### config.mk
export PLATFORM = sky130hd
export DESIGN_NAME = idiv_unit
export DESIGN_NICKNAME = d
export VERILOG_FILES = /design/src/rtl/idiv_pkg.sv /design/src/rtl/idiv_ctrl.sv /design/src/rtl/idiv_prep.sv /design/src/rtl/idiv_iter.sv /design/src/rtl/idiv_unit.sv
export SDC_FILE = /design/constraint.sdc
export NUM_CORES = 1
export LEC_CHECK = 0
export BUFFER_PORTS_ARGS = -buffer_cell sky130_fd_sc_hd__buf_4
export CAP_MARGIN = 40
export CORE_UTILIZATION = 45
export DETAILED_ROUTE_END_ITERATION = 10
export SLEW_MARGIN = 20
export SYNTH_ARGS = -nofsm -noshare
export SYNTH_HDL_FRONTEND = slang
export SYNTH_SLANG_ARGS = --single-unit
### constraint.sdc
create_clock -name clk -period 6.9 [get_ports clk]
set_clock_uncertainty 0.15 [all_clocks]
set_input_delay 1.725 -clock clk [delete_from_list [all_inputs] [get_ports clk]]
set_output_delay 1.725 -clock clk [all_outputs]
set_load 0.01 [all_outputs]
### src/rtl/idiv_pkg.sv
package idiv_pkg;

  // Control states of the divider sequence.
  typedef enum logic [2:0] {
    ST_IDLE = 3'd0,
    ST_PREP = 3'd1,
    ST_CALC = 3'd2,
    ST_FIX  = 3'd3,
    ST_DONE = 3'd4
  } idiv_state_e;

  // Operation kind, taken from the low two funct3 bits.
  typedef struct packed {
    logic rem_sel;   // 1: remainder, 0: quotient
    logic uns_sel;   // 1: unsigned operands
  } idiv_kind_t;

endpackage

### src/rtl/idiv_ctrl.sv
module idiv_ctrl
  import idiv_pkg::*;
#(
  parameter int ITER = 32
) (
  input  logic clk,
  input  logic rst_n,
  input  logic in_valid,
  input  logic out_ready,
  input  logic corner,
  output logic in_ready,
  output logic out_valid,
  output logic accept,
  output logic st_prep,
  output logic st_calc,
  output logic st_fix
);

  localparam int CW = (ITER > 1) ? $clog2(ITER) : 1;
  localparam logic [CW-1:0] LAST = CW'(ITER - 1);

  idiv_state_e st_q, st_d;
  logic [CW-1:0] cnt_q, cnt_d;
  logic          cnt_en;
  logic          last_step;

  assign last_step = (cnt_q == LAST);
  assign out_valid = (st_q == ST_DONE);
  assign in_ready  = (st_q == ST_IDLE) || ((st_q == ST_DONE) && out_ready);
  assign accept    = in_valid && in_ready;
  assign st_prep   = (st_q == ST_PREP);
  assign st_calc   = (st_q == ST_CALC);
  assign st_fix    = (st_q == ST_FIX);

  // Next-state decision.
  always_comb begin
    st_d = st_q;
    unique case (st_q)
      ST_IDLE: if (in_valid) st_d = ST_PREP;
      ST_PREP: st_d = corner ? ST_DONE : ST_CALC;
      ST_CALC: if (last_step) st_d = ST_FIX;
      ST_FIX:  st_d = ST_DONE;
      ST_DONE: begin
        if (out_ready) st_d = in_valid ? ST_PREP : ST_IDLE;
      end
      default: st_d = ST_IDLE;
    endcase
  end

  // Iteration counter: cleared in setup, advanced in each iteration.
  always_comb begin
    cnt_en = st_prep || st_calc;
    cnt_d  = st_prep ? '0 : cnt_q + 1'b1;
  end

  always_ff @(posedge clk or negedge rst_n) begin
    if (!rst_n) begin
      st_q <= ST_IDLE;
    end else begin
      st_q <= st_d;
    end
  end

  always_ff @(posedge clk or negedge rst_n) begin
    if (!rst_n) begin
      cnt_q <= '0;
    end else if (cnt_en) begin
      cnt_q <= cnt_d;
    end
  end

  // a taken request is never answered on the very next cycle.
  a_r10_accept_clears_valid: assert property (
    @(posedge clk) disable iff (!rst_n)
    accept |=> !out_valid
  ) else $error("a_r10_accept_clears_valid");

  // a corner case flagged in setup is answered one edge later.
  a_r8_corner_fast: assert property (
    @(posedge clk) disable iff (!rst_n)
    (st_prep && corner) |=> out_valid
  ) else $error("a_r8_corner_fast");

  // the sign-fix cycle is only reached from the iteration loop.
  a_r8_fix_after_loop: assert property (
    @(posedge clk) disable iff (!rst_n)
    st_fix |-> $past(st_calc)
  ) else $error("a_r8_fix_after_loop");

endmodule

### src/rtl/idiv_prep.sv
module idiv_prep #(
  parameter int W = 32
) (
  input  logic [W-1:0] op_a,
  input  logic [W-1:0] op_b,
  input  logic         rem_sel,
  input  logic         uns_sel,
  output logic [W-1:0] a_mag,
  output logic [W-1:0] b_mag,
  output logic         neg_quo,
  output logic         neg_rem,
  output logic         corner,
  output logic [W-1:0] corner_val
);

  localparam logic [W-1:0] MOST_NEG = {1'b1, {(W-1){1'b0}}};

  logic a_neg, b_neg, b_zero, ovf;

  always_comb begin
    a_neg  = !uns_sel && op_a[W-1];
    b_neg  = !uns_sel && op_b[W-1];
    a_mag  = a_neg ? (~op_a + 1'b1) : op_a;
    b_mag  = b_neg ? (~op_b + 1'b1) : op_b;
    // Truncating division: quotient sign from both operands,
    // remainder sign from the dividend only.
    neg_quo = a_neg ^ b_neg;
    neg_rem = a_neg;

    b_zero = (op_b == '0);
    ovf    = !uns_sel && (op_a == MOST_NEG) && (op_b == '1);
    corner = b_zero || ovf;

    if (b_zero) begin
      corner_val = rem_sel ? op_a : '1;
    end else begin
      corner_val = rem_sel ? '0 : MOST_NEG;
    end
  end

endmodule

### src/rtl/idiv_iter.sv
module idiv_iter #(
  parameter int W = 32
) (
  input  logic         clk,
  input  logic         rst_n,
  input  logic         load,
  input  logic         step,
  input  logic [W-1:0] dividend,
  input  logic [W-1:0] divisor,
  output logic [W-1:0] quo,
  output logic [W-1:0] rem
);

  logic [W-1:0] quo_q, quo_d;
  logic [W-1:0] rem_q, rem_d;
  logic [W:0]   trial, diff;
  logic         upd_en;

  // One restoring step: shift in the next dividend bit, try a subtract.
  always_comb begin
    trial  = {rem_q, quo_q[W-1]};
    diff   = trial - {1'b0, divisor};
    upd_en = load || step;
    quo_d  = quo_q;
    rem_d  = rem_q;
    if (load) begin
      quo_d = dividend;
      rem_d = '0;
    end else if (step) begin
      if (!diff[W]) begin
        rem_d = diff[W-1:0];
        quo_d = {quo_q[W-2:0], 1'b1};
      end else begin
        rem_d = trial[W-1:0];
        quo_d = {quo_q[W-2:0], 1'b0};
      end
    end
  end

  always_ff @(posedge clk) begin
    if (upd_en) begin
      quo_q <= quo_d;
      rem_q <= rem_d;
    end
  end

  assign quo = quo_q;
  assign rem = rem_q;

  // the partial remainder always stays below the divisor magnitude.
  a_r3_partial_below_divisor: assert property (
    @(posedge clk) disable iff (!rst_n)
    step |=> (rem_q < divisor)
  ) else $error("a_r3_partial_below_divisor");

endmodule

### src/rtl/idiv_unit.sv
module idiv_unit
  import idiv_pkg::*;
#(
  parameter int W    = 32,
  parameter int ITER = W
) (
  input  logic         clk,
  input  logic         rst_n,
  input  logic         in_valid,
  output logic         in_ready,
  input  logic [1:0]   in_kind,
  input  logic [W-1:0] in_a,
  input  logic [W-1:0] in_b,
  output logic         out_valid,
  input  logic         out_ready,
  output logic [W-1:0] out_data
);

  localparam logic [W-1:0] MOST_NEG = {1'b1, {(W-1){1'b0}}};

  idiv_kind_t   kind_q;
  logic [W-1:0] a_q, b_q;
  logic [W-1:0] a_mag, b_mag, corner_val;
  logic         neg_quo, neg_rem, corner;
  logic         accept, st_prep, st_calc, st_fix;
  logic [W-1:0] quo, rem;
  logic [W-1:0] res_q, res_d, fixed_val;
  logic         res_en;

  idiv_ctrl #(.ITER(ITER)) u_ctrl (
    .clk       (clk),
    .rst_n     (rst_n),
    .in_valid  (in_valid),
    .out_ready (out_ready),
    .corner    (corner),
    .in_ready  (in_ready),
    .out_valid (out_valid),
    .accept    (accept),
    .st_prep   (st_prep),
    .st_calc   (st_calc),
    .st_fix    (st_fix)
  );

  idiv_prep #(.W(W)) u_prep (
    .op_a       (a_q),
    .op_b       (b_q),
    .rem_sel    (kind_q.rem_sel),
    .uns_sel    (kind_q.uns_sel),
    .a_mag      (a_mag),
    .b_mag      (b_mag),
    .neg_quo    (neg_quo),
    .neg_rem    (neg_rem),
    .corner     (corner),
    .corner_val (corner_val)
  );

  idiv_iter #(.W(W)) u_iter (
    .clk      (clk),
    .rst_n    (rst_n),
    .load     (st_prep),
    .step     (st_calc),
    .dividend (a_mag),
    .divisor  (b_mag),
    .quo      (quo),
    .rem      (rem)
  );

  // Operand capture on the request handshake.
  always_ff @(posedge clk) begin
    if (accept) begin
      a_q    <= in_a;
      b_q    <= in_b;
      kind_q <= idiv_kind_t'(in_kind);
    end
  end

  // Result selection: fixed corner value in setup, signed fix-up after loop.
  always_comb begin
    if (kind_q.rem_sel) begin
      fixed_val = neg_rem ? (~rem + 1'b1) : rem;
    end else begin
      fixed_val = neg_quo ? (~quo + 1'b1) : quo;
    end
    res_en = (st_prep && corner) || st_fix;
    res_d  = st_fix ? fixed_val : corner_val;
  end

  always_ff @(posedge clk) begin
    if (res_en) begin
      res_q <= res_d;
    end
  end

  assign out_data = res_q;

  // a held result neither vanishes nor changes until taken.
  a_r9_hold_stable: assert property (
    @(posedge clk) disable iff (!rst_n)
    (out_valid && !out_ready) |=> (out_valid && $stable(out_data))
  ) else $error("a_r9_hold_stable");

  // a zero divisor gives an all-ones quotient.
  a_r5_zero_quotient: assert property (
    @(posedge clk) disable iff (!rst_n)
    (st_prep && (b_q == '0) && !kind_q.rem_sel) |=> (out_data == '1)
  ) else $error("a_r5_zero_quotient");

  // a zero divisor gives back the dividend as remainder.
  a_r6_zero_remainder: assert property (
    @(posedge clk) disable iff (!rst_n)
    (st_prep && (b_q == '0) && kind_q.rem_sel) |=> (out_data == $past(a_q))
  ) else $error("a_r6_zero_remainder");

  // signed overflow gives the most negative quotient or a zero remainder.
  a_r7_overflow: assert property (
    @(posedge clk) disable iff (!rst_n)
    (st_prep && !kind_q.uns_sel && (a_q == MOST_NEG) && (b_q == '1))
      |=> (out_data == ($past(kind_q.rem_sel) ? '0 : MOST_NEG))
  ) else $error("a_r7_overflow");

  // a nonzero signed quotient is negative exactly when operand signs differ.
  a_r2_quotient_sign: assert property (
    @(posedge clk) disable iff (!rst_n)
    (st_fix && !kind_q.uns_sel && !kind_q.rem_sel && (quo != '0))
      |=> (out_data[W-1] == $past(a_q[W-1] ^ b_q[W-1]))
  ) else $error("a_r2_quotient_sign");

endmodule

Word level (Yosys, flattened, before mapping)
Index checks and enable logic that the tools add are counted.
W data, S select, Z words.
{"block": "totals", "ff_bits": 170, "in_bits": 70, "output_inout_bits": 34}
{"block": "classes", "add_sub_neg": 6, "eq_ne": 10, "muxes": 21, "bitwise_logic": 5, "reduce_logical": 17}
{"op": "$mux W32", "count": 13}
{"op": "$add A32 B1 Y32 const B", "count": 4}
{"op": "$not A32 Y32", "count": 4}
{"op": "$eq A32 B32 Y1 const B", "count": 2}
{"op": "$sub A33 B32 Y33", "count": 1}
{"op": "$logic_not A32 Y1", "count": 1}
{"op": "$pmux W3 S5", "count": 1}
{"op": "$mux W3", "count": 4}
{"op": "$logic_and A1 B1 Y1", "count": 7}
{"op": "$eq A3 B2 Y1 const B", "count": 2}
{"op": "$add A5 B1 Y5 const B", "count": 1}
{"op": "$eq A5 B5 Y1 const B", "count": 1}
{"op": "$mux W5", "count": 1}
{"op": "$logic_or A1 B1 Y1", "count": 4}
{"op": "$ne A2 B2 Y1 const B", "count": 2}
{"op": "$eq A3 B1 Y1 const B", "count": 1}
{"op": "$eq A3 B3 Y1 const B", "count": 1}
{"op": "$logic_not A3 Y1", "count": 1}
{"op": "$reduce_and A3 Y1", "count": 1}
{"op": "$mux W1", "count": 2}
{"op": "$ne A2 B1 Y1 const B", "count": 1}
{"op": "$reduce_and A2 Y1", "count": 1}
{"op": "$reduce_bool A2 Y1", "count": 1}
{"op": "$logic_not A1 Y1", "count": 1}
{"op": "$xor A1 B1 Y1", "count": 1}

Logic depth before layout (Yosys ltp)
Gate-level depths: netlist (run 1).
{"block": "depth", "ltp_word": 7, "ltp_mapped": 20, "mapped_depth_nobuf": 18}

Modules after synthesis
From an unflattened synthesis (run 1), not the netlist that was laid out.
{"block": "hier_totals", "hier_cells": 1192, "area_unflattened_um2": 11964.0}
{"module": "idiv_unit", "instances": 1, "cells_each": 396, "area_per_inst_um2": 4942.2, "seq_area_each_um2": 2942.8}
{"module": "idiv_iter", "instances": 1, "cells_each": 465, "area_per_inst_um2": 4717.0, "seq_area_each_um2": 1921.8}
{"module": "idiv_prep", "instances": 1, "cells_each": 283, "area_per_inst_um2": 1824.2, "seq_area_each_um2": 0.0}
{"module": "idiv_ctrl", "instances": 1, "cells_each": 48, "area_per_inst_um2": 480.5, "seq_area_each_um2": 200.2}

Worst setup path after synthesis (run 1)
Ideal clock, no wire load.
{"block": "synth_path", "path_type": "register to register", "startpoint": "register b_q[14]", "endpoint": "register u_iter.rem_q[24] (netlist: u_iter.rem[24]) (data pin)", "setup_ns": 0.266, "arrival_time_ns": 4.418, "t_required_ns": 6.484, "path_slack_ns": 2.066, "stages_incl_launch_ff": 19, "synth_period_minus_slack_ns": 4.834, "path_cell_list": "edfxtp_1 or4_1 nor4_1 nand2_1 nor3_1 nand2_1 o31ai_1 xor2_1 ha_1 clkbuf_1 nand4_1 nor3_1 nand2_1 o211ai_1 o31ai_1 xnor2_1 clkbuf_1 mux2i_1 nor2_1"}
{"block": "synth_via", "elab_chain_len": 6}
{"element": "start, declared", "line_no": "idiv_unit.sv:22", "text": "logic [W-1:0] a_q, b_q;"}
{"element": "start signal, assigned", "line_no": "idiv_unit.sv:72", "text": "b_q <= in_b;"}
{"element": "$not A32 Y32", "line_no": "idiv_prep.sv:24", "text": "b_mag = b_neg ? (~op_b + 1'b1) : op_b;"}
{"element": "$add A32 B1 Y32", "line_no": "idiv_prep.sv:24"}
{"element": "$mux W32 *", "line_no": "idiv_prep.sv:24"}
{"element": "$sub A33 B32 Y33 *", "line_no": "idiv_iter.sv:22", "text": "diff = trial - {1'b0, divisor};"}
{"element": "$mux W32 *", "line_no": "idiv_iter.sv:30", "text": "if (!diff[W]) begin"}
{"element": "$mux W32 *", "line_no": "idiv_iter.sv:29", "text": "end else if (step) begin"}
{"element": "end signal, assigned", "line_no": "idiv_iter.sv:43", "text": "rem_q <= rem_d;"}
{"element": "end, declared", "line_no": "idiv_iter.sv:15", "text": "logic [W-1:0] rem_q, rem_d;"}
Every way passes the cells marked *; elsewhere a longest branch is shown, timed or not. The select of a mux whose other input is x is not followed.
A chain may end at the register's enable or synchronous reset.

Worst setup path in the final report (run 1)
{"block": "layout_path", "startpoint": "register b_q[14]", "endpoint": "register u_iter.rem_q[23] (netlist: u_iter.rem[23]) (data pin)"}
The elaborated chain is that of the path after synthesis.

==> results.yml, run 1 <==
worst_setup_path:
  critPathRequiredTime_ns: 7.02
  cp_slowest_cell: "or4_1"
  crit_path_max_fanout: 36
  start_kind: "flop"
  critPathArrivalTime_ns: 5.78
  worstPathCellList: "or4_1, nor4_1, nand2_1, nor3_1, nand2_1, o31ai_1, xor2_1, ha_1, nand4_1, nor3_1, nand2_1, o211ai_1, o31ai_1, xnor2_2, buf_4, nand2_1, o22ai_1"
  critical_path.most_common_cell: "nand2_1"
  critPathKind: "reg -> reg"
  end_kind: "flop"
  max_stage_delay_ns: 0.62
global_route:
  grt_first_pass_wirelength_um: 44000
  first_global_vias: 8366
  antenna_found_initial: 0
  grt_usage: 0.219
  grt_max_degree: 67
  grt_remaining_overflow: 0
logic_synthesis:
  async_flop_share: 0.0471
  syn_area_per_cell_um2: 9.59
  seq_area_frac_synth: 0.452
  synth_area_leader_cell: "edfxtp_1"
  synth_area_leaders: "edfxtp_1 (43%), xnor2_1 (6.6%), a21oi_1 (4.6%)"
  syn-num-nets: 1279
  syn_inst: 1169
  yosys_warnings: 0
  ys_types: 62
  synth_flop_cell: "edfxtp_1"
  synth-seq-cells: 170
  syn-cell-area_um2: 11200
  synth_top_area_share: 0.434
  synth_common_cells: "edfxtp_1 (162), nor2_1 (122), nand2_1 (109)"
  synth_edf_count: 162
  synth_most_common_cell: "edfxtp_1"
layout:
  multiInputGateArea_um2: 5860
  finalNetCount: 1363
  stdcell_count: 1590
  fillCellCount: 2242
  regArea_um2: 5060
  layout-drive-gt1-share: 0.133
  area_growth_pct: 16.1
  final_util: 0.533
  n_antenna_cell: 0
hold_path:
  hp-class: "reg -> reg"
clock_network:
  cts.clk_slew.worst_paths_ns: 0.06
  cts_root_buf: "clkbuf_16"
  cts_sinks: 170
  ctsResizeCount: 0
  cts-htree-levels: 4
  cts_buffers: 17
  cts_tree: "built"
  cts_hold_buf: 0
  cts_setup_buffers: 0
  cts_buffer_depth: 2
  clock_latency_ns: 0.44
job:
  cap_violations: 0
timing:
  min_period_ns: 5.66
  tns_ns: 0
  setup_viol: 0
  hold_viol: 0
  slew_violations: 0
  fin_ws_ns: 1.24
  worst_pin_slew_ns: 0.756
  fmax_mhz: 177
  relSlewSlack: 0.492
  rsz0062_at_grt: "no"
  finalCritPeriodShare: 0.820
placed_design:
  placed_cells: 1556
  hpwlAfterDp_um: 20200
  place_ws_ns: 1.31
  io_buffers: 103
  gp_congestion: 0.919
routing:
  viasPerCell: 5.54
  drc_errors: 0
  vias: 8814
  routedWlPerCell_um: 17.2
  dr.pass1.iters: 6
  drtIter0Drc: 725
  wl_um: 27300
  ant_nets: 0
floorplanning:
  core_area_um2: 24400
  start_util: 0.460
  dieArea_um2: 25500
  rows: 57
  die_x_um: 160
  die_h_um: 160
  io_pins: 104
power:
  power_density_nw_per_um2: 523
  ir_drop_uv: 304
  power.leakage_nw: 4.84
outcome:
  status: "finished clean"
## state kept, by name (all words and copies together), names as in the netlist
register	cells
kind_q	2
out_data	32
a_q	32
b_q	32
u_iter.quo	32
u_ctrl.st_q	3
u_ctrl.cnt_q	5
u_iter.rem	32
## layout by cell type (no fill, tap or decap), drive strengths merged, types with 4 or more instances in the layout
| cell type | instances |
|---|---|
| o21a | 5 |
| inv | 31 |
| nand4 | 13 |
| a21oi | 104 |
| or3 | 16 |
| edfxtp | 162 |
| nand2b | 19 |
| a21o | 17 |
| a211oi | 11 |
| nor4 | 16 |
| and2 | 7 |
| buf | 120 |
| nand3 | 14 |
| o21ai | 85 |
| o21bai | 4 |
| and3 | 6 |
| xor2 | 58 |
| clkbuf | 17 |
| mux2i | 21 |
| nand2 | 109 |
| xnor2 | 84 |
| or4 | 10 |
| dfrtp | 8 |
| a221oi | 22 |
| clkinv | 6 |
| or2 | 5 |
| nor2 | 122 |
| ha | 39 |
| o211ai | 7 |
| o22ai | 6 |
| nor3 | 33 |
| a22oi | 4 |
| nor2b | 12 |
| a31oi | 15 |
| o31ai | 21 |
| bufinv | 4 |
## per-layer routing
metal / GRT usage / vias up / routed length [um]
li1: - / 4487 / -
met1: 0.303 / 4022 / 12900
met2: 0.341 / 268 / 12100
met3: 0.0473 / 37 / 1620
met4: 0.0740 / 0 / 629
met5: 0 / - / 0
## final timing paths
path	start	endpoint	slack [ns]	depth (start not counted)
setup reg to reg	b_q[14]	u_iter.rem[23]	1.24	17
max in group asynchronous	rst_n	u_ctrl.cnt_q[1]	5.51	1
min in group asynchronous	rst_n	u_ctrl.st_q[0]	0.95	1
hold reg to reg	u_ctrl.cnt_q[1]	u_ctrl.cnt_q[1]	0.39	1
setup / recovery	b_q[14]	u_iter.rem[23]	1.24	17
hold / removal	u_ctrl.cnt_q[1]	u_ctrl.cnt_q[1]	0.39	1
## worst max-delay path: cells and delay by family (launching register included)
| family | cells | cell delay, ns |
|---|---|---|
| simple gates | 9 | 2.62 |
| xor+xnor | 2 | 0.37 |
| buf+inv | 1 | 0.47 |
| compound gates | 4 | 0.95 |
| flops | 1 | 0.47 |
| fa+ha+maj | 1 | 0.43 |
## cell type report
type,instances,area share
well taps,324,0.0312
multi-input cells,916,0.451
repair buffers,120,0.0730
flip-flops and latches,170,0.389
inverters,28,0.00808
clock buffers,17,0.0327
clock inverters,15,0.0152
## per-stage QoR
| step | cell area (um^2) | total power, mW | hold WS, ns |
|---|---|---|---|
| after global placement | 12300 | 5.68 | 0.353 |
| after detailed placement | 12300 | 5.71 | 0.386 |
| after CTS | 13000 | 6.76 | 0.402 |
| after floorplan | 11200 | 4.86 | 0.335 |
| after global routing | 13000 | 7.35 | 0.428 |
| final | 13000 | 6.80 | 0.394 |
## cell families (layout without fill, tap and decap cells)
logic type | after synthesis | after routing | share of synthesized area
AOI/OAI and AO/OA | 323 | 323 | 0.179
xor gates and xnor gates | 142 | 142 | 0.111
adders and majority gates | 40 | 40 | 0.0453
buffers and inverters | 83 | 180 | 0.0280
DFF | 170 | 170 | 0.452
muxes | 22 | 22 | 0.0198
and+or+nand+nor | 389 | 389 | 0.165
## where the power goes
group	switching [mW]	internal, mW	total (mW)
sequential	0.476	1.77	2.25
combinational	2.04	1.49	3.53
clock	0.413	0.607	1.02
total	2.93	3.87	6.80
Note: power is estimated with default switching activity, not from simulation.
==> inputs of run 2 (changes only) <==
==> constraint.sdc (replaced) <==
create_clock -name clk -period 5.9 [get_ports clk]
set_clock_uncertainty 0.15 [all_clocks]
set_input_delay 1.475 -clock clk [delete_from_list [all_inputs] [get_ports clk]]
set_output_delay 1.475 -clock clk [all_outputs]
set_load 0.01 [all_outputs]
==> run 2 against run 1 <==
Compared with the run above: utilization shrank 0.30 points; power grew 15%; die area is the same; first-iteration DRC count shrank 9.5%; maximum frequency grew 7.4%; sequential power grew 17%; sequential share of layout area grew 0.22 points; setup slack lost 0.61 ns; count of clock-buffer cells in the layout grew 3; critical endpoint is now u_iter.rem[26].
==> results.yml, run 2 (synthesized netlist as in run 1, its figures left out) <==
outcome:
  status: "finished clean"
global_route:
  grt_first_pass_wirelength_um: 43500
  grt_remaining_overflow: 0
  grt_usage: 0.217
  first_global_vias: 8151
  grt_max_degree: 67
  antenna_found_initial: 0
timing:
  rsz0062_at_grt: "no"
  tns_ns: 0
  slew_violations: 0
  min_period_ns: 5.27
  hold_ws_ns: 0.374
  hold_viol: 0
  fmax_mhz: 190
  finalCritPeriodShare: 0.893
  relSlewSlack: 0.477
  worst_pin_slew_ns: 0.777
  fin_ws_ns: 0.634
  setup_viol: 0
routing:
  vias: 8713
  drc_errors: 0
  drtIter0Drc: 656
  wl_um: 27000
  ant_nets: 0
  routedWlPerCell_um: 17.0
  viasPerCell: 5.48
  dr.pass1.iters: 5
floorplanning:
  rows: 57
  core_area_um2: 24400
  die_x_um: 160
  dieArea_um2: 25500
  io_pins: 104
  die_h_um: 160
  start_util: 0.460
power:
  power.leakage_nw: 4.80
  pwr-share-comb: 0.524
  power_frac_seq: 0.337
  power_density_nw_per_um2: 604
  power.total_mw: 7.82
  ir_drop_uv: 385
  clkPwrFrac: 0.139
  switchingPower_mw: 3.38
  switching_share: 0.432
  internal-power_mw: 4.44
clock_network:
  cts_sinks: 170
  cts.clk_slew.worst_paths_ns: 0.07
  clock_latency_ns: 0.43
  cts-htree-levels: 4
  cts_buffers: 17
  cts_root_buf: "clkbuf_16"
  cts_tree: "built"
  cts_buffer_depth: 2
placed_design:
  place_ws_ns: 0.546
  gp_congestion: 0.898
  dpl_cell_area_um2: 12400
  placed_cells: 1558
  hpwlAfterDp_um: 20600
  io_buffers: 103
layout:
  stdcell_count: 1590
  fillCellCount: 2240
  final_common_cell: "edfxtp_1"
  fin_area_um2: 12900
  area_growth_pct: 15.4
  finalNetCount: 1363
  n_antenna_cell: 0
  layout-drive-gt1-share: 0.132
  layout_common_cells: "edfxtp_1 (162), nor2_1 (118), buf_4 (115), nand2_1 (108), a21oi_1 (103)"
  final_util: 0.530
worst_setup_path:
  crit_path_max_fanout: 36
  critPathRequiredTime_ns: 6.02
  end_kind: "flop"
  start_kind: "flop"
  critPathArrivalTime_ns: 5.38
  critPathKind: "reg -> reg"
hold_path:
  hp-class: "reg -> reg"
job:
  cap_violations: 0
[run 2: changes by cell type in the layout (fill, tap and decap cells not counted)]
cell / change
buf_12: +2
buf_16: -2
bufinv_16: -2
clkbuf_1: +3
clkinv_2: +1
clkinv_4: -1
inv_8: -1
nor4_1: -1
nor4_2: +1
[run 2: power by group through the flow]
stage / clock network (mW) / logic, mW / registers (mW)
after global placement: 0 / 4.03 / 2.65
after CTS: 1.11 / 4.10 / 2.63
after detailed placement: 0 / 4.08 / 2.65
after floorplan: 0 / 3.19 / 2.49
after global routing: 1.15 / 4.60 / 2.70
final: 1.08 / 4.10 / 2.64
[run 2: final cells by class]
cell class                 count  area [um^2]  area share
multi-input combinational    916         5870       0.454
clock buffer                  20          437      0.0338
inverter                      28          105     0.00812
sequential                   170         5060       0.391
clock inverter                12          123     0.00948
tap                          324          405      0.0313
timing repair buffer         120          935      0.0722
[run 2: critical path, cell delays in order (launching register included)]
cell and delay [ns]:
edfxtp_1 0.47, or4_1 0.63, nor4_2 0.26, nand2_1 0.09, nor3_1 0.31, nand2_1 0.20
o31ai_1 0.27, xor2_1 0.11, ha_1 0.44, nand4_1 0.22, nor3_1 0.38, nand2_1 0.09
o211ai_1 0.29, o31ai_1 0.17, xnor2_2 0.34, buf_12 0.27, nand2_1 0.18, o22ai_1 0.23
[run 2: metal layers]
layer  up-vias  GRT usage  share of wire
li1       4487          -              -
met1      3999      0.307           0.49
met2       200      0.344           0.45
met3        27     0.0340          0.045
met4         0     0.0641          0.018
met5         -          0              0
[run 2: path summary, 6_finish.rpt]
kind | endpoint | depth (start not counted) | slack (ns) | startpoint
hold reg to reg | u_ctrl.cnt_q[4] | 1 | 0.37 | u_ctrl.cnt_q[4]
max in group asynchronous | u_ctrl.cnt_q[3] | 1 | 4.76 | rst_n
min in group asynchronous | u_ctrl.st_q[2] | 1 | 0.71 | rst_n
setup / recovery | u_iter.rem[26] | 17 | 0.63 | b_q[14]
setup reg to reg | u_iter.rem[26] | 17 | 0.63 | b_q[14]
hold / removal | u_ctrl.cnt_q[4] | 1 | 0.37 | u_ctrl.cnt_q[4]
[run 2: timing repair]
action                     4_1_cts  5_1_grt
hold buffers                     0        0
setup buffers                    0        0
gates resized for setup          0        1
setup endpoints to repair        0       30
==> inputs of run 3 (changes only) <==
--- a/config.mk
+++ b/config.mk
@@ -7,7 +7,7 @@
 export LEC_CHECK = 0
 export BUFFER_PORTS_ARGS = -buffer_cell sky130_fd_sc_hd__buf_4
 export CAP_MARGIN = 40
-export CORE_UTILIZATION = 45
+export CORE_UTILIZATION = 34
 export DETAILED_ROUTE_END_ITERATION = 10
 export SLEW_MARGIN = 20
 export SYNTH_ARGS = -nofsm -noshare
==> run 3 against run 2 <==
Compared with the run above: final area grew 1.5%; sequential power about the same; routed wire length rose by 5.6%; maximum frequency grew 0.46%; sequential share of layout area decreased by 0.59 points; global-route usage decreased by 4.7 points; final cell count is 7.7% higher; critical path depth unchanged; worst hold slack gained 0.0067 ns; power increased by 1.8%; sequential cell count stayed put; combinational power increased by 3%; largest power group unchanged.
==> results.yml, run 3 (synthesized netlist as in run 1, its figures left out) <==
outcome:
  status: "finished clean"
timing:
  tns_ns: 0
  rsz0062_at_grt: "no"
  slew_violations: 0
  min_period_ns: 5.24
  setup_viol: 0
  fmax_mhz: 191
  worst_pin_slew_ns: 0.742
  finalCritPeriodShare: 0.889
  relSlewSlack: 0.500
  hold_viol: 0
worst_setup_path:
  rr_startpoint: "b_q[14]"
  crit_path_max_fanout: 33
  critPathKind: "reg -> reg"
  r2r_cells: 17
  critical_path.most_common_cell: "nand2_1"
  start_kind: "flop"
  end_kind: "flop"
  worstPathCellList: "or4_1, nor4_1, nand2_1, nor3_1, nand2_1, o31ai_1, xor2_1, ha_1, nand4_1, nor3_1, nand4_1, o211ai_1, o31ai_1, xnor2_2, buf_12, nand2_1, o22ai_1"
  cp_slowest_cell: "or4_1"
  critPathRequiredTime_ns: 6.04
  r2r_setup_slack_ns: 0.66
  critPathArrivalTime_ns: 5.38
  max_stage_delay_ns: 0.63
  worstReg2RegEnd: "u_iter.rem[12]"
floorplanning:
  rows: 66
  start_util: 0.345
  core_area_um2: 32500
  dieArea_um2: 33700
  die_x_um: 184
  die_h_um: 184
  io_pins: 104
layout:
  area_growth_pct: 17.2
  layout_common_cells: "edfxtp_1 (162), nor2_1 (118), buf_4 (118), nand2_1 (108), a21oi_1 (104)"
  final_util: 0.405
  finalNetCount: 1367
  n_antenna_cell: 0
  layout-drive-gt1-share: 0.137
  final_common_cell: "edfxtp_1"
routing:
  drc_errors: 0
  routedWlPerCell_um: 16.6
  ant_nets: 0
  drtIter0Drc: 748
  viasPerCell: 5.27
  vias: 9016
  wl_um: 28500
  dr.pass1.iters: 5
power:
  power_density_nw_per_um2: 606
  clkPwrFrac: 0.137
  power.leakage_nw: 4.83
  power.total_mw: 7.96
  pwr-share-comb: 0.531
  internal-power_mw: 4.46
  power_frac_seq: 0.331
  ir_drop_uv: 398
  switching_share: 0.440
  switchingPower_mw: 3.51
hold_path:
  hold_depth: 1
  hp-class: "reg -> reg"
  min_from: "u_ctrl.cnt_q[4]"
  min_to: "u_ctrl.cnt_q[4]"
global_route:
  grt_max_degree: 66
  grt_usage: 0.170
  antenna_found_initial: 0
  first_global_vias: 8283
  grt_first_pass_wirelength_um: 44600
  grt_remaining_overflow: 0
placed_design:
  gp_congestion: 0.918
  io_buffers: 103
  hpwlAfterDp_um: 21700
clock_network:
  cts_sinks: 170
  cts_tree: "built"
  clock_latency_ns: 0.45
  ctsResizeCount: 0
  cts.clk_slew.worst_paths_ns: 0.08
  cts_buffer_depth: 2
  cts_buffers: 17
  cts_root_buf: "clkbuf_16"
  cts-htree-levels: 4
job:
  cap_violations: 0
run 3: power groups by stage:
stage	logic, mW	clock network (mW)	registers [mW]
final	4.23	1.09	2.64
after global routing	4.73	1.16	2.70
after CTS	4.13	1.12	2.63
after detailed placement	4.12	0	2.66
after global placement	4.05	0	2.65
after floorplan	3.19	0	2.49
run 3: worst max-delay path by stage:
stage,from,to,slack (ns),depth (start not counted)
after floorplan,b_q[14],u_iter.rem[24],1.07,18
after global placement,b_q[14],u_iter.rem[5],0.75,18
after detailed placement,b_q[14],u_iter.rem[12],0.56,17
after CTS,b_q[14],u_iter.rem[12],0.56,17
after global routing,b_q[14],u_iter.rem[15],0.11,17
final,b_q[14],u_iter.rem[12],0.66,17
run 3: timing repair:
action / 4_1_cts / 5_1_grt
setup endpoints to repair: 0 / 12
buffers inserted: 0 / 2
hold buffers: 0 / 0
run 3: final cells by class:
class	count	area (um^2)
clock buffer	19	454
sequential	170	5060
tap	442	553
timing repair buffer	124	992
inverter	28	105
multi-input combinational	916	5860
fill	3193	19300
clock inverter	13	108
run 3: per-layer routing:
| metal | global-route usage | part of all wire |
|---|---|---|
| met1 | 0.244 | 0.49 |
| met2 | 0.261 | 0.43 |
| met3 | 0.0258 | 0.057 |
| met4 | 0.0597 | 0.021 |
| met5 | 0 | 0 |
run 3: stage by stage:
stage	cells	cell area, um^2	hold WS, ns	setup slack (ns)
final	1712	13100	0.381	0.658
after global routing	1712	13100	0.398	0.113
after CTS	1708	13100	0.384	0.560
after detailed placement	1676	12500	0.361	0.563
after global placement	1673	12500	0.362	0.746
after floorplan	1169	11200	0.335	1.07
run 3: worst max-delay path, delay by kind of cell, from the launching register on:
kind	cells	cell delay, ns
and+or+nand+nor	9	2.57
buffers and inverters	1	0.25
DFF	1	0.48
AOI/OAI and AO/OA	4	0.81
adders and majority gates	1	0.42
xor gates and xnor gates	2	0.41
